File: src/rtl/pxu_pkg.sv
package pxu_pkg;
  localparam int WORD_W  = 32;
  localparam int BYTE_W  = 8;
  localparam int CNT_W   = $clog2(WORD_W);
  localparam int SH_W    = CNT_W + 1;
  localparam int COMP_W  = 8;
  localparam int OUT_W   = 3 * COMP_W;
  localparam int IDX_W   = 8;
  localparam int FIELD_W = 24;

  localparam logic [2:0] MODE_16 = 3'd4;
  localparam logic [2:0] MODE_32 = 3'd5;
  localparam logic [2:0] LG_MAX  = 3'd5;

  localparam logic [1:0] OFMT_16 = 2'd0;
  localparam logic [1:0] OFMT_18 = 2'd1;

  typedef struct packed {
    logic [COMP_W-1:0] r;
    logic [COMP_W-1:0] g;
    logic [COMP_W-1:0] b;
  } rgb_t;

  // log2 of bits per pixel; codes 5..7 all mean a full 32-bit container
  function automatic logic [2:0] bpp_log2(input logic [2:0] m);
    return (m >= MODE_32) ? LG_MAX : m;
  endfunction

  // index of the final pixel inside one word
  function automatic logic [CNT_W-1:0] last_index(input logic [2:0] m);
    logic [SH_W-1:0] n;
    n = SH_W'(WORD_W) >> bpp_log2(m);
    return CNT_W'(n - SH_W'(1));
  endfunction

  function automatic logic [5:0] widen5(input logic [4:0] c);
    return {c, c[4]};
  endfunction

  function automatic logic [7:0] widen6(input logic [5:0] c);
    return {c, c[5:4]};
  endfunction
endpackage

File: src/rtl/pxu_wordbuf.sv
module pxu_wordbuf
  import pxu_pkg::*;
(
  input  logic              clk,
  input  logic              rst_n,
  input  logic [2:0]        mode,
  input  logic [WORD_W-1:0] in_data,
  input  logic              in_valid,
  output logic              in_ready,
  input  logic              take,
  output logic              held,
  output logic [WORD_W-1:0] word,
  output logic [CNT_W-1:0]  cnt
);
  logic last;
  logic accept;

  assign last     = (cnt == last_index(mode));
  assign in_ready = !held || (take && last);
  assign accept   = in_valid && in_ready;

  always_ff @(posedge clk) begin
    if (!rst_n) begin
      held <= 1'b0;
      cnt  <= '0;
      word <= '0;
    end else if (accept) begin
      held <= 1'b1;
      cnt  <= '0;
      word <= in_data;
    end else if (take && held) begin
      if (last) begin
        held <= 1'b0;
        cnt  <= '0;
      end else begin
        cnt <= cnt + CNT_W'(1);
      end
    end
  end

  // the pixel position never passes the final slot of the word
  a_r1_count_bounded: assert property (@(posedge clk) disable iff (!rst_n)
    held |-> (cnt <= last_index(mode)));

  // an accepted word is held from the start position
  a_r8_load: assert property (@(posedge clk) disable iff (!rst_n)
    (in_valid && in_ready) |=> (held && cnt == '0 && word == $past(in_data)));

  // without a pull the held word and position are frozen
  a_r9_idle_hold: assert property (@(posedge clk) disable iff (!rst_n)
    (held && !take) |=> (held && $stable(word) && $stable(cnt)));

  // pulling the last pixel with nothing offered empties the buffer
  a_r1_drain: assert property (@(posedge clk) disable iff (!rst_n)
    (held && take && last && !in_valid) |=> !held);
endmodule

File: src/rtl/pxu_extract.sv
module pxu_extract
  import pxu_pkg::*;
(
  input  logic [WORD_W-1:0]  word,
  input  logic [2:0]         mode,
  input  logic [CNT_W-1:0]   cnt,
  input  logic               lsb_first,
  input  logic               byte_swap,
  output logic [FIELD_W-1:0] field
);
  localparam int NB = WORD_W / BYTE_W;

  logic [WORD_W-1:0]  swapped;
  logic [WORD_W-1:0]  ordered;
  logic [2:0]         lg;
  logic [SH_W-1:0]    wid;
  logic [SH_W-1:0]    off;
  logic [SH_W-1:0]    sh;
  logic [FIELD_W-1:0] mask;

  for (genvar b = 0; b < NB; b++) begin : g_swap
    assign swapped[BYTE_W*b +: BYTE_W] = word[BYTE_W*(NB-1-b) +: BYTE_W];
  end

  assign ordered = byte_swap ? swapped : word;

  always_comb begin
    lg    = bpp_log2(mode);
    wid   = SH_W'(1) << lg;
    off   = {1'b0, cnt} << lg;
    sh    = lsb_first ? off : (SH_W'(WORD_W) - wid - off);
    mask  = (lg >= LG_MAX) ? '1 : ((FIELD_W'(1) << wid) - FIELD_W'(1));
    field = FIELD_W'(ordered >> sh) & mask;
  end
endmodule

File: src/rtl/pxu_color.sv
module pxu_color
  import pxu_pkg::*;
(
  input  logic [FIELD_W-1:0] field,
  input  logic [2:0]         mode,
  input  logic               rgb555,
  input  logic               src18,
  input  logic [1:0]         out_fmt,
  output logic [OUT_W-1:0]   data,
  output logic [IDX_W-1:0]   index
);
  rgb_t c;

  always_comb begin
    c     = '0;
    index = '0;
    if (mode < MODE_16) begin
      index = field[IDX_W-1:0];
    end else if (mode == MODE_16) begin
      if (rgb555) begin
        c.r = widen6(widen5(field[14:10]));
        c.g = widen6(widen5(field[9:5]));
      end else begin
        c.r = widen6(widen5(field[15:11]));
        c.g = widen6(field[10:5]);
      end
      c.b = widen6(widen5(field[4:0]));
    end else if (src18) begin
      c.r = widen6(field[21:16]);
      c.g = widen6(field[13:8]);
      c.b = widen6(field[5:0]);
    end else begin
      c = field;
    end
  end

  always_comb begin
    case (out_fmt)
      OFMT_16: data = OUT_W'({c.r[7:3], c.g[7:2], c.b[7:3]});
      OFMT_18: data = OUT_W'({c.r[7:2], c.g[7:2], c.b[7:2]});
      default: data = c;
    endcase
  end
endmodule

File: src/rtl/pxu_top.sv
module pxu_top
  import pxu_pkg::*;
(
  input  logic              clk,
  input  logic              rst_n,
  input  logic [2:0]        cfg_mode,
  input  logic              cfg_rgb555,
  input  logic              cfg_src18,
  input  logic              cfg_lsb_first,
  input  logic              cfg_byte_swap,
  input  logic [1:0]        cfg_out_fmt,
  input  logic [WORD_W-1:0] in_data,
  input  logic              in_valid,
  output logic              in_ready,
  input  logic              pix_de,
  output logic [OUT_W-1:0]  pix_data,
  output logic [IDX_W-1:0]  pix_index,
  output logic              underrun
);
  logic               held;
  logic [WORD_W-1:0]  word;
  logic [CNT_W-1:0]   cnt;
  logic [FIELD_W-1:0] field;
  logic [OUT_W-1:0]   c_data;
  logic [IDX_W-1:0]   c_index;

  pxu_wordbuf u_buf (
    .clk      (clk),
    .rst_n    (rst_n),
    .mode     (cfg_mode),
    .in_data  (in_data),
    .in_valid (in_valid),
    .in_ready (in_ready),
    .take     (pix_de),
    .held     (held),
    .word     (word),
    .cnt      (cnt)
  );

  pxu_extract u_ext (
    .word      (word),
    .mode      (cfg_mode),
    .cnt       (cnt),
    .lsb_first (cfg_lsb_first),
    .byte_swap (cfg_byte_swap),
    .field     (field)
  );

  pxu_color u_col (
    .field   (field),
    .mode    (cfg_mode),
    .rgb555  (cfg_rgb555),
    .src18   (cfg_src18),
    .out_fmt (cfg_out_fmt),
    .data    (c_data),
    .index   (c_index)
  );

  always_ff @(posedge clk) begin
    if (!rst_n) begin
      pix_data  <= '0;
      pix_index <= '0;
      underrun  <= 1'b0;
    end else if (pix_de) begin
      if (held) begin
        pix_data  <= c_data;
        pix_index <= c_index;
      end else begin
        pix_data  <= '0;
        pix_index <= '0;
        underrun  <= 1'b1;
      end
    end
  end

  // once raised the flag stays up until reset
  a_r10_sticky: assert property (@(posedge clk) disable iff (!rst_n)
    underrun |=> underrun);

  // a pull that finds nothing gives black and raises the flag
  a_r10_empty_pull: assert property (@(posedge clk) disable iff (!rst_n)
    (pix_de && !held) |=> (underrun && pix_data == '0 && pix_index == '0));

  // palette modes keep the colour bus black
  a_r4_index_black: assert property (@(posedge clk) disable iff (!rst_n)
    (pix_de && cfg_mode < MODE_16) |=> (pix_data == '0));

  // colour modes keep the index at zero
  a_r5_colour_no_index: assert property (@(posedge clk) disable iff (!rst_n)
    (pix_de && cfg_mode >= MODE_16) |=> (pix_index == '0));

  // a 16-bit panel leaves the upper byte clear
  a_r7_narrow16: assert property (@(posedge clk) disable iff (!rst_n)
    (pix_de && cfg_out_fmt == OFMT_16) |=> (pix_data[OUT_W-1:16] == '0));

  // an 18-bit panel leaves the top six bits clear
  a_r7_narrow18: assert property (@(posedge clk) disable iff (!rst_n)
    (pix_de && cfg_out_fmt == OFMT_18) |=> (pix_data[OUT_W-1:18] == '0));

  // outputs hold while no pull is made
  a_r9_hold: assert property (@(posedge clk) disable iff (!rst_n)
    !pix_de |=> ($stable(pix_data) && $stable(pix_index)));
endmodule

File: config.mk
export PLATFORM = sky130hd
export DESIGN_NAME = pxu_top
export DESIGN_NICKNAME = d
export VERILOG_FILES = /design/src/rtl/pxu_pkg.sv /design/src/rtl/pxu_wordbuf.sv /design/src/rtl/pxu_extract.sv /design/src/rtl/pxu_color.sv /design/src/rtl/pxu_top.sv
export SDC_FILE = /design/constraint.sdc
export NUM_CORES = 1
export LEC_CHECK = 0
export BUFFER_PORTS_ARGS = -buffer_cell sky130_fd_sc_hd__buf_2
export CORE_ASPECT_RATIO = 0.8
export CORE_MARGIN = 4
export CORE_UTILIZATION = 65
export DETAILED_ROUTE_END_ITERATION = 6
export GPL_TIMING_DRIVEN = 0
export PLACE_DENSITY = 0.85
export SETUP_SLACK_MARGIN = 0.2
export SYNTH_ARGS = -nofsm -noshare
export SYNTH_HDL_FRONTEND = slang
export SYNTH_SLANG_ARGS = --single-unit
File: constraint.sdc
create_clock -name clk -period 8.65 [get_ports clk]
set_input_delay 1.2975 -clock clk [delete_from_list [all_inputs] [get_ports clk]]
set_output_delay 1.2975 -clock clk [all_outputs]
set_load 0.02 [all_outputs]
==> flow_summary_export.csv <==
group,metric,value,unit
route,first_iter_violations,2143,
floorplanning,die-area,13900,µm²
cells_and_area,drive_above_1_share,0.176,
clock_network,path_clk_slew,0.06,ns
logic_synthesis,synth_seq_cells,71,
setup_path,worstSetupPathType,"in -> reg",
sta,drv_slew,0,
cells_and_area,areaGrowthSynthToFinish,11.2,%
sta,period_needed,6.63,ns
grt,grt_max_degree,14,
logic_synthesis,synth_top_family_by_area,"compound AO/OA/AOI/OAI gates",
sta,rsz0062_at_grt,"false",
clock_network,numCtsBuffers,9,
clock_network,cts_tree,"built",
cells_and_area,nFillCells,934,
route,drtAntennaViolNets,0,
placed_design,dp_cells,1278,
floorplanning,core,11600,µm²
sta,tns,0,ns
logic_synthesis,syn_area,7820,µm²
clock_network,ctsResizeCount,0,
logic_synthesis,syn_nets,1114,
logic_synthesis,avgSynthCellArea,7.41,µm²
sta,finalWorstSetupSlack,2.02,ns
cells_and_area,fin_util,0.747,
clock_network,h-tree-depth,3,
grt,use_met2,0.590,
grt,grt_pass1_vias,8798,
logic_synthesis,synth_compound_area_frac,0.366,
route,first_pass_iters,7,
floorplanning,initial_core_util,0.671,
sta,worstMarginPinSlew,1.23,ns
logic_synthesis,seq_area_frac_synth,0.182,
route,wl_per_cell,25.0,µm
grt,busiest_layer,"met1",
sta,max_slew_margin,0.176,
grt,grt-ovfl-total,0,
setup_path,cp-end-kind,"register",
pwr,power_density,147,nW/µm²
clock_network,cts_hold_buf,0,
outcome,violations,"design-rule violations",
logic_synthesis,yosys_most_used_dff,"dfxtp_1",
clock_network,clk-insertion-delay-late,0.36,ns
sta,fmax,0.151,GHz
route,num_vias,10006,
min_path,hp-class,"reg -> reg",
setup_path,cp.required,8.87,ns
logic_synthesis,synthAdderAreaFrac,0.0218,
clock_network,cts_num_sinks,71,
job,cap_viol_max_count,0,
route,drc,24,
logic_synthesis,yosys-top-cells-area,"dfxtp_1, nand2_1, mux2i_1, mux2_2, nor2_1",
cells_and_area,fin_cells,1294,
clock_network,cts_root_buf,"clkbuf_16",
placed_design,port_buffers,74,
setup_path,start_kind,"input pin",
logic_synthesis,yosysTopAreaCellShare,0.182,
cells_and_area,diodes,0,
pwr,power.leakage,3.21,nW
clock_network,clk_path_buf_depth,2,
grt,grt_pass1_wl,49.5,mm
grt,met3_usage,0.221,
logic_synthesis,async_flop_share,0,
route,wirelength,32.3,mm
placed_design,place.detailed.hpwl,24.5,mm
setup_path,path_max_fanout,10,
placed_design,placed_area,8380,µm²
floorplanning,die_h,106,µm
sta,fin_crit_sh,0.767,
outcome,outcome,"complete, but fails checks",
pwr,ir_drop,0.106,mV
clock_network,cts_setup_buffers,0,
placed_design,gp_congestion,1.12,
floorplanning,ios,79,
logic_synthesis,synth.area.mux_share,0.0922,
logic_synthesis,yosys.cell_count.top_type,"nand2_1",
floorplanning,rows,35,
placed_design,post-place-ws,2.10,ns
logic_synthesis,synth-edff-count,0,
sta,finalClockSkew,0.00967,ns
sta,hold_viol_final,0,
logic_synthesis,synth-simple-area-share,0.260,
route,viasPerCell,7.73,
pwr,power.total,1.28,mW
logic_synthesis,yosysUniqueCellTypes,99,
logic_synthesis,synth_top_area_cell,"dfxtp_1",
logic_synthesis,synth_common_cells,"nand2_1, nor2_1, dfxtp_1, nor3_1, clkbuf_1",
floorplanning,die_w,131,µm
logic_synthesis,netlist_instances,1056,
cells_and_area,num-nets-final,1199,
sta,setup_viol,0,
grt,antenna_found_initial,1,
logic_synthesis,synth_xor_area_frac,0.0112,
logic_synthesis,yosysWarnings,0,
cells_and_area,fin_area,8700,µm²
setup_path,cp.arrival,6.85,ns
sta,hold-worst-slack,0.464,ns
grt,grt.met1_usage,0.659,
grt,track_usage,0.456,
[state kept, by name, indices dropped and copies added (netlist names)]
signal and cells:
underrun 1, u_buf.word 32, pix_data 24, u_buf.cnt 5, u_buf.held 1, pix_index 8
[report_power, final]
group	internal [mW]	total, mW	switching, mW
Sequential	0.339	0.361	0.0225
Clock	0.255	0.425	0.171
Combinational	0.162	0.490	0.327
[final timing paths]
check | end | start | slack, ns | cells after the start
max reg2reg | pix_data[12] | u_buf.cnt[0] | 2.79 | 17
min | pix_data[16] | pix_data[16] | 0.46 | 2
max | pix_data[12] | cfg_mode[1] | 2.02 | 18
min reg2reg | pix_data[16] | pix_data[16] | 0.46 | 2
[critical path, stage by stage]
cell and delay (ns):
buf_2 0.16, nor4b_4 0.54, inv_2 0.25, buf_2 0.29, ha_1 0.36, buf_4 0.23, buf_4 0.25, buf_2 0.35
mux2i_1 0.23, o22ai_1 0.10, a221oi_1 0.69, o22ai_1 0.36, o21ai_0 0.25, a21oi_1 0.12, o21ba_2 0.29, o21ai_0 0.48
nor2_1 0.10, or4_1 0.49
[cell type report]
type                            instances  area (µm²)  area share
Multi-Input combinational cell        870        5880       0.676
Sequential cell                        71        1420       0.163
Buffer                                 98         459      0.0528
Timing Repair Buffer                   74         370      0.0426
Clock buffer                           10         229      0.0263
Tap cell                              148         185      0.0213
Clock inverter                          6        92.6      0.0106
Inverter                               17        63.8     0.00734
[cell usage in the layout (no fill, tap or decap), types with 14 or more instances in the layout]
cell type,netlist,routed
a211oi_1,17,17
a21boi_0,35,35
a21oi_1,41,41
buf_2,30,104
clkbuf_1,49,50
dfxtp_1,71,71
inv_1,14,14
mux2_2,26,26
mux2i_1,30,30
nand2_1,146,146
nand3_1,30,30
nor2_1,73,73
nor2b_1,19,19
nor3_1,51,51
o211ai_1,22,22
o21ai_0,37,37
o22ai_1,18,18
or3_1,26,26
[routing by layer]
layer,up-vias,part of all wire
met5,-,0.0019
met4,4,0.038
met3,176,0.20
met2,987,0.37
met1,4593,0.39
li1,4246,-
[cells by family (layout without fill, tap and decap cells)]
family / Yosys count / in the layout
AO/OA/AOI/OAI: 365 / 365
XOR/XNOR: 10 / 10
adder cells (fa/ha/maj): 13 / 13
buffers and inverters: 115 / 205
flip-flops: 71 / 71
multiplexers: 63 / 63
other: 1 / 1
AND/OR/NAND/NOR: 418 / 418
Power figures use the tool's default switching activity.
